**config.mk**
```make
export PLATFORM = sky130hd
export DESIGN_NAME = rst_seq
export DESIGN_NICKNAME = d
export VERILOG_FILES = /design/src/rtl/rst_seq.sv
export SDC_FILE = /design/constraint.sdc
export NUM_CORES = 1
export LEC_CHECK = 0
export ABC_AREA = 1
export BUFFER_PORTS_ARGS = -buffer_cell sky130_fd_sc_hd__buf_2
export CAP_MARGIN = 20
export CORE_AREA = 2 2 80 63
export DETAILED_ROUTE_END_ITERATION = 7
export DIE_AREA = 0 0 82 65
export PLACE_DENSITY = 0.46
export SETUP_SLACK_MARGIN = 0.4
export SLEW_MARGIN = 20
export SYNTH_ARGS = -nofsm -noshare
export SYNTH_HDL_FRONTEND = slang
export SYNTH_SLANG_ARGS = --single-unit
export TNS_END_PERCENT = 5
```
**constraint.sdc**
```tcl
create_clock -name clk_tb -period 1.59 [get_ports clk_tb]
set_input_delay 0.0795 -clock clk_tb [delete_from_list [all_inputs] [get_ports clk_tb]]
set_output_delay 0.0795 -clock clk_tb [all_outputs]
set_load 0.01 [all_outputs]
```
**src/rtl/rst_seq.sv**
```systemverilog
`timescale 1ns/1ps
module rst_seq #(
  parameter int STRETCH  = 594,
  parameter int FILT_LEN = 2,
  parameter int SYNC     = 2
) (
  input  logic       clk_tb,
  input  logic       por_n,
  input  logic       hw_rst_n,
  input  logic       wdt_pulse,
  input  logic       gpio_rst_n,
  input  logic       batt_flt_n,
  input  logic       vdd_flt_n,
  output logic       sys_rst_n,
  output logic       reset_out_n,
  output logic       sleep_req,
  output logic       gpio_reset_fn_en,
  output logic [1:0] rst_cause
);
  localparam int CW = $clog2(STRETCH);
  localparam int FW = $clog2(FILT_LEN + 1);
  localparam logic [1:0] CAUSE_HW   = 2'b01;
  localparam logic [1:0] CAUSE_WDT  = 2'b10;
  localparam logic [1:0] CAUSE_GPIO = 2'b11;

  logic [3:0]           pin_raw;
  logic [3:0][SYNC-1:0] shf;
  logic [3:0]           pin_s;
  logic [FW-1:0]        flt_cnt;
  logic [CW-1:0]        cnt;
  logic                 busy, flt_bad;
  logic                 hw_act, gp_act, req;

  assign pin_raw = {hw_rst_n, gpio_rst_n, batt_flt_n, vdd_flt_n};

  always_ff @(posedge clk_tb or negedge por_n)
    if (!por_n) shf <= '1;
    else for (int i = 0; i < 4; i++) shf[i] <= {shf[i][SYNC-2:0], pin_raw[i]};

  for (genvar g = 0; g < 4; g++) begin : g_pin
    assign pin_s[g] = shf[g][SYNC-1];
  end

  always_ff @(posedge clk_tb or negedge por_n)
    if (!por_n)            flt_cnt <= '0;
    else if (pin_s[3])     flt_cnt <= '0;
    else if (!hw_act)      flt_cnt <= flt_cnt + 1'b1;

  assign hw_act = (flt_cnt == FW'(FILT_LEN));
  assign gp_act = gpio_reset_fn_en & ~pin_s[2];
  assign req    = hw_act | wdt_pulse | gp_act;

  always_ff @(posedge clk_tb or negedge por_n)
    if (!por_n) begin
      busy             <= 1'b1;
      cnt              <= '0;
      reset_out_n      <= 1'b0;
      sys_rst_n        <= 1'b0;
      sleep_req        <= 1'b0;
      flt_bad          <= 1'b0;
      gpio_reset_fn_en <= 1'b1;
      rst_cause        <= 2'b00;
    end else if (req) begin
      busy        <= 1'b1;
      cnt         <= '0;
      reset_out_n <= 1'b0;
      sys_rst_n   <= 1'b0;
      sleep_req   <= 1'b0;
      flt_bad     <= ~(pin_s[1] & pin_s[0]);
      if (hw_act)         rst_cause <= CAUSE_HW;
      else if (wdt_pulse) rst_cause <= CAUSE_WDT;
      else                rst_cause <= CAUSE_GPIO;
      if (hw_act)         gpio_reset_fn_en <= 1'b1;
      else if (gp_act)    gpio_reset_fn_en <= 1'b0;
    end else if (busy) begin
      if (cnt == CW'(STRETCH - 1)) begin
        busy        <= 1'b0;
        reset_out_n <= 1'b1;
        sys_rst_n   <= ~flt_bad;
        sleep_req   <= flt_bad;
      end else begin
        cnt <= cnt + 1'b1;
      end
    end
endmodule


```
==> flow_metrics.tcl, run 1 <==
set metrics [dict create \
    ys_ff_latch 28 \
    routedWlPerCell_um 11.0 \
    routed_via_density 4.37 \
    synthDistinctLibCells 22 \
    cts_max_path_buffers 2 \
    fmaxAchievable_ghz 0.708 \
    die_area_mm2 0.00533 \
    stdcell_count 242 \
    worst_slew_pin_slew_ns 0.598 \
    core_area_mm2 0.00462 \
    cp_top_family "simple AND/OR/NAND/NOR gates" \
    overflow 0 \
    grt_setup_unrepaired "true" \
    grt_pass1_wl_um 4950 \
    yosysWarnings 0 \
    relSlewSlack_pct 60.1 \
    grt_usage_pct 12.0 \
    cts_max_level 1 \
    diodes 0 \
    critical_path_required_ns 1.79 \
    regArea_um2 714 \
    finalHoldViolations 0 \
    fin_setup_tns_ns 0 \
    yosysMostFrequentCell "nand2_1" \
    end_kind "flop" \
    avgSynthCellArea_um2 8.59 \
    power_density_mw_per_mm2 1100 \
    fp-row-count 22 \
    synth-seq-area-share_pct 54.7 \
    multi_input_area_um2 618 \
    slowest_delay_ns 0.42 \
    hpwl_um 1840 \
    layout.nets 193 \
    syn_inst 152 \
    period_needed_ns 1.41 \
    syn_nets 162 \
    crit_chain "ha_4 -> nor2_4 -> nand2_4 -> buf_4 -> or2_2 -> o21ai_2" \
    drive_above_1_share_pct 32.4 \
    p_leak_uw 0.000776 \
    synth_ff_type "dfrtp_1" \
    firstDrtPassIters 4 \
    hp-class "in2reg" \
    synth_edf_count 0 \
    cp.arrival_ns 1.61 \
    num_vias 1058 \
    grt_start_max_net_pins 29 \
    routed_wl_um 2670 \
    setup-violations-final 0 \
    fin_crit_sh_pct 88.8 \
    detail-route-antenna-nets 0 \
    cts_buffers 3 \
    ios 13 \
    clock_latency_ns 0.27 \
    path_max_fanout 5 \
    cts-root-buf "clkbuf_8" \
    synth.top_cell.area_share_pct 34.5 \
    status "finished clean" \
    place_congestion 0.775 \
    syn-cell-area_mm2 0.00131 \
    max_cap_violations 0 \
    port_buffers 12 \
    setup.worst_path.class "reg2reg" \
    vdd.ir_drop.worst_uv 369 \
    area_growth_pct 30.7 \
    critPathBufInv 1 \
    fp.dieH_um 65 \
    die_w_um 82 \
    cts.clk_slew.worst_paths_ns 0.09 \
    synth_area_leaders "dfrtp_1, dfstp_2, nand2_1" \
    antenna_found_initial 0 \
    ys_top_cells_by_count "nand2_1, nor2_1, dfrtp_1, inv_1, nand3_1" \
    finClkSkew_ns 0.00188 \
    start_kind "flop" \
    fin_total_pwr_uw 1870 \
    synthArstFlopShare_pct 100 \
    cp_slowest_cell "dfrtp_1" \
    grt_pass1_vias 1096 \
    placed_cells 226 \
    yosysTopAreaCell "dfrtp_1" \
    nFillCells 481 \
    cts_tree "built" \
    initial_utilization_pct 28.2 \
    drc 0 \
    clock_sinks 28 \
    drt_iter0_markers 51 \
    report.final.slew_viol_count 0 \
]
-- cells in the final DEF (no fill, tap or decap) --
cell	synthesis	routed
dlygate4sd3_1	0	5
dfrtp_1	18	17
clkbuf_8	0	4
inv_4	0	2
a31oi_1	1	1
nor2_2	2	2
o21ai_1	5	3
nor2_4	0	2
o21ai_0	3	3
nand3_2	1	1
xor2_1	2	2
nand4_1	3	3
a21oi_1	3	3
or2_2	2	2
dfstp_2	10	10
inv_2	2	3
nand2_4	2	2
nand2_8	0	2
or2_4	1	1
nand2_1	41	39
ha_4	0	2
nor2_1	20	18
inv_1	16	13
ha_1	3	1
buf_4	0	8
buf_2	0	12
nand3_1	12	11
dfrtp_2	0	1
nand2_2	0	2
nand3_4	0	1
a211oi_1	1	1
o21ai_2	0	2
nor3_1	3	3
-- routing by layer --
metal,global-route usage [%],share of wire (%),up-vias,routed length [µm]
met1,16.4,50,501,1340
met5,0,0,-,0
met4,3.13,0.79,0,21
li1,-,-,542,-
met2,19.0,46,13,1240
met3,2.92,2.5,2,68
-- registers in the layout (all words and copies together) (netlist names) --
register and cells:
sleep_req 1, busy 1, reset_out_n 1, flt_cnt 2, pin_s 4, cnt 10, sys_rst_n 1, gpio_reset_fn_en 1
flt_bad 1, rst_cause 2, shf 4
-- logic make-up (layout without fill, tap and decap cells) --
group / after synthesis / count (layout) / synth area share, %
XOR/XNOR: 2 / 2 / 1.34
adder cells (fa/ha/maj): 3 / 3 / 2.88
AO/OA/AOI/OAI: 13 / 13 / 5.27
AND/OR/NAND/NOR: 87 / 89 / 29.8
buffers and inverters: 19 / 47 / 6.04
flip-flops: 28 / 28 / 54.6
-- path summary, 6_finish.rpt --
path | from | end | slack, ns | cells after the start
min in group asynchronous | por_n | cnt[6] | 0.34 | 2
setup / recovery | flt_cnt[1] | cnt[1] | 0.18 | 6
hold reg to reg | shf[4] | pin_s[2] | 0.36 | 0
hold / removal | wdt_pulse | rst_cause[0] | 0.06 | 2
max in group asynchronous | por_n | cnt[6] | 0.83 | 2
setup reg to reg | flt_cnt[1] | cnt[1] | 0.18 | 6
-- where the power goes --
part           switching, µW  internal (µW)
Sequential              83.1            831
Clock                    207            221
Combinational            268            258
-- stage by stage --
stage          hold WS [ns]  setup WS [ns]  area, µm²  utilization [%]
2_1_floorplan        -0.216          0.170       1320                -
3_3_place_gp          0.129         0.0806       1460             31.6
3_5_place_dp          0.131         0.0340       1460             31.6
4_1_cts              0.0490          0.184       1650             35.7
5_1_grt              0.0570         0.0953       1710             36.9
6_report             0.0650          0.178       1710             36.9
-- repair_timing --
action | in CTS | in global routing
cloned | 2 | 0
hold buffers | 5 | 0
gates resized for setup | 8 | 11
hold endpoints to repair | 22 | 0
pin swaps | 5 | 6
buffers inserted | 4 | 1
setup endpoints to repair | 15 | 17
-- layout make-up --
cell class / count / area share (%)
well taps: 60 / 4.40
inverters: 18 / 4.26
repair buffers: 25 / 9.98
multi-input cells: 107 / 36.2
clock buffers: 4 / 3.23
flip-flops and latches: 28 / 41.9
Note: power is estimated with default switching activity, not from simulation.
==> inputs of run 2 (changes only) <==
==> constraint.sdc (replaced) <==
create_clock -name clk_tb -period 1.59 [get_ports clk_tb]
set_input_delay 0.2385 -clock clk_tb [delete_from_list [all_inputs] [get_ports clk_tb]]
set_output_delay 0.2385 -clock clk_tb [all_outputs]
set_load 0.01 [all_outputs]
==> run 2 against run 1 <==
Cell area is 2.3% lower. Hold slack worse by 0.0077 ns. Clock-buffer cell count stayed put. Largest cell class unchanged. Sequential cell count stayed put. Critical path type unchanged.
==> flow_metrics.tcl, run 2 (synthesized netlist as in run 1, its figures left out) <==
set metrics [dict create \
    status "finished clean" \
    cts_max_level 1 \
    hpwl_um 1840 \
    stdcell_count 238 \
    clock_sinks 28 \
    routedWlPerCell_um 11.1 \
    routed_wl_um 2650 \
    port_buffers 12 \
    regMostFlops "cnt" \
    core_area_mm2 0.00462 \
    place_congestion 0.775 \
    worst_slew_pin_slew_ns 0.602 \
    cts_tree "built" \
    die_area_mm2 0.00533 \
    grt_pass1_wl_um 4860 \
    hold_slack_ns 0.0573 \
    report.final.slew_viol_count 0 \
    r2r_cells 6 \
    grt_start_max_net_pins 29 \
    p_leak_uw 0.000759 \
    slowest_delay_ns 0.42 \
    num_vias 1045 \
    critical_path_required_ns 1.79 \
    initial_utilization_pct 28.2 \
    fin_setup_tns_ns 0 \
    grt_setup_unrepaired "true" \
    cts_max_path_buffers 2 \
    overflow 0 \
    layout.nets 189 \
    ios 13 \
    cp.depth 6 \
    area_growth_pct 27.6 \
    power_density_mw_per_mm2 1120 \
    die_w_um 82 \
    multi_input_area_um2 618 \
    grt_usage_pct 11.9 \
    vdd.ir_drop.worst_uv 369 \
    hp-class "in2reg" \
    cp.arrival_ns 1.61 \
    drt_iter0_markers 31 \
    grt_pass1_vias 1057 \
    fp-row-count 22 \
    period_needed_ns 1.41 \
    setup-violations-final 0 \
    drc 0 \
    cp_top_family "simple AND/OR/NAND/NOR gates" \
    cts.clk_slew.worst_paths_ns 0.09 \
    end_kind "flop" \
    cts-root-buf "clkbuf_8" \
    fin_crit_sh_pct 88.8 \
    fin_total_pwr_uw 1860 \
    detail-route-antenna-nets 0 \
    diodes 0 \
    final_common_cell "nand2_1" \
    routed_via_density 4.39 \
    layout_common_cells "nand2_1, nor2_1, dfrtp_1, inv_1, buf_2" \
    start_kind "flop" \
    relSlewSlack_pct 59.9 \
    drive_above_1_share_pct 33.1 \
    nFillCells 486 \
    hold_path_depth 1 \
    fmaxAchievable_ghz 0.708 \
    placed_cells 226 \
    regArea_um2 714 \
    critPathBufInv 1 \
    crit_chain "ha_4 -> nor2_4 -> nand2_4 -> buf_4 -> or2_2 -> o21ai_2" \
    max_cap_violations 0 \
    setup.worst_path.class "reg2reg" \
    path_max_fanout 5 \
    finClkSkew_ns 0.00162 \
    clock_latency_ns 0.27 \
    cp_slowest_cell "dfrtp_1" \
    finalHoldViolations 0 \
    cts_buffers 3 \
    antenna_found_initial 0 \
    firstDrtPassIters 4 \
    largest_reg_flops 10 \
    fp.dieH_um 65 \
]
[run 2: cell count changes in the layout (fill, tap and decap cells not counted), sizes merged]
cell and change:
dlygate4sd3 -4
[run 2: power breakdown]
| group | switching (µW) | leakage (µW) | internal, µW |
|---|---|---|---|
| registers | 83.3 | 0.000340 | 831 |
| clock network | 208 | 0.0000288 | 221 |
| logic | 267 | 0.000390 | 252 |
[run 2: what timing repair did]
| item | 4_1_cts | 5_1_grt |
|---|---|---|
| endpoints found under the setup margin | 16 | 18 |
| pin swaps | 5 | 6 |
| gates cloned | 2 | 0 |
| resized for setup | 8 | 11 |
| hold endpoints to repair | 18 | 0 |
| buffers inserted | 4 | 1 |
| hold buffers | 1 | 0 |
[run 2: final timing paths]
| check | startpoint | slack, ns | end |
|---|---|---|---|
| min in group asynchronous | por_n | 0.50 | cnt[6] |
| worst min register to register | shf[4] | 0.36 | pin_s[2] |
| worst min-delay path | vdd_flt_n | 0.06 | shf[0] |
| worst max register to register | flt_cnt[1] | 0.18 | cnt[1] |
| worst max-delay path | flt_cnt[1] | 0.18 | cnt[1] |
| max in group asynchronous | por_n | 0.67 | cnt[6] |
[run 2: area by class of cell]
type	count	area share (%)
Sequential cell	28	42.9
Multi-Input combinational cell	107	37.1
Timing Repair Buffer	21	7.81
Tap cell	60	4.51
Inverter	18	4.36
Clock buffer	4	3.31
[run 2: stage by stage]
| step | instance area [µm²] | utilization (%) | setup WS (ns) |
|---|---|---|---|
| after floorplan | 1320 | - | 0.170 |
| after global placement | 1460 | 31.6 | 0.0806 |
| after detailed placement | 1460 | 31.6 | 0.0340 |
| after CTS | 1610 | 34.9 | 0.184 |
| after global routing | 1670 | 36.0 | 0.0953 |
| final | 1670 | 36.0 | 0.178 |
[run 2: metal layers]
metal	routed length (µm)	up-vias	GRT usage, %
met5	0	-	0
met4	21	0	3.13
met3	71	2	2.92
met2	1220	11	18.4
met1	1340	497	16.4
li1	-	535	-
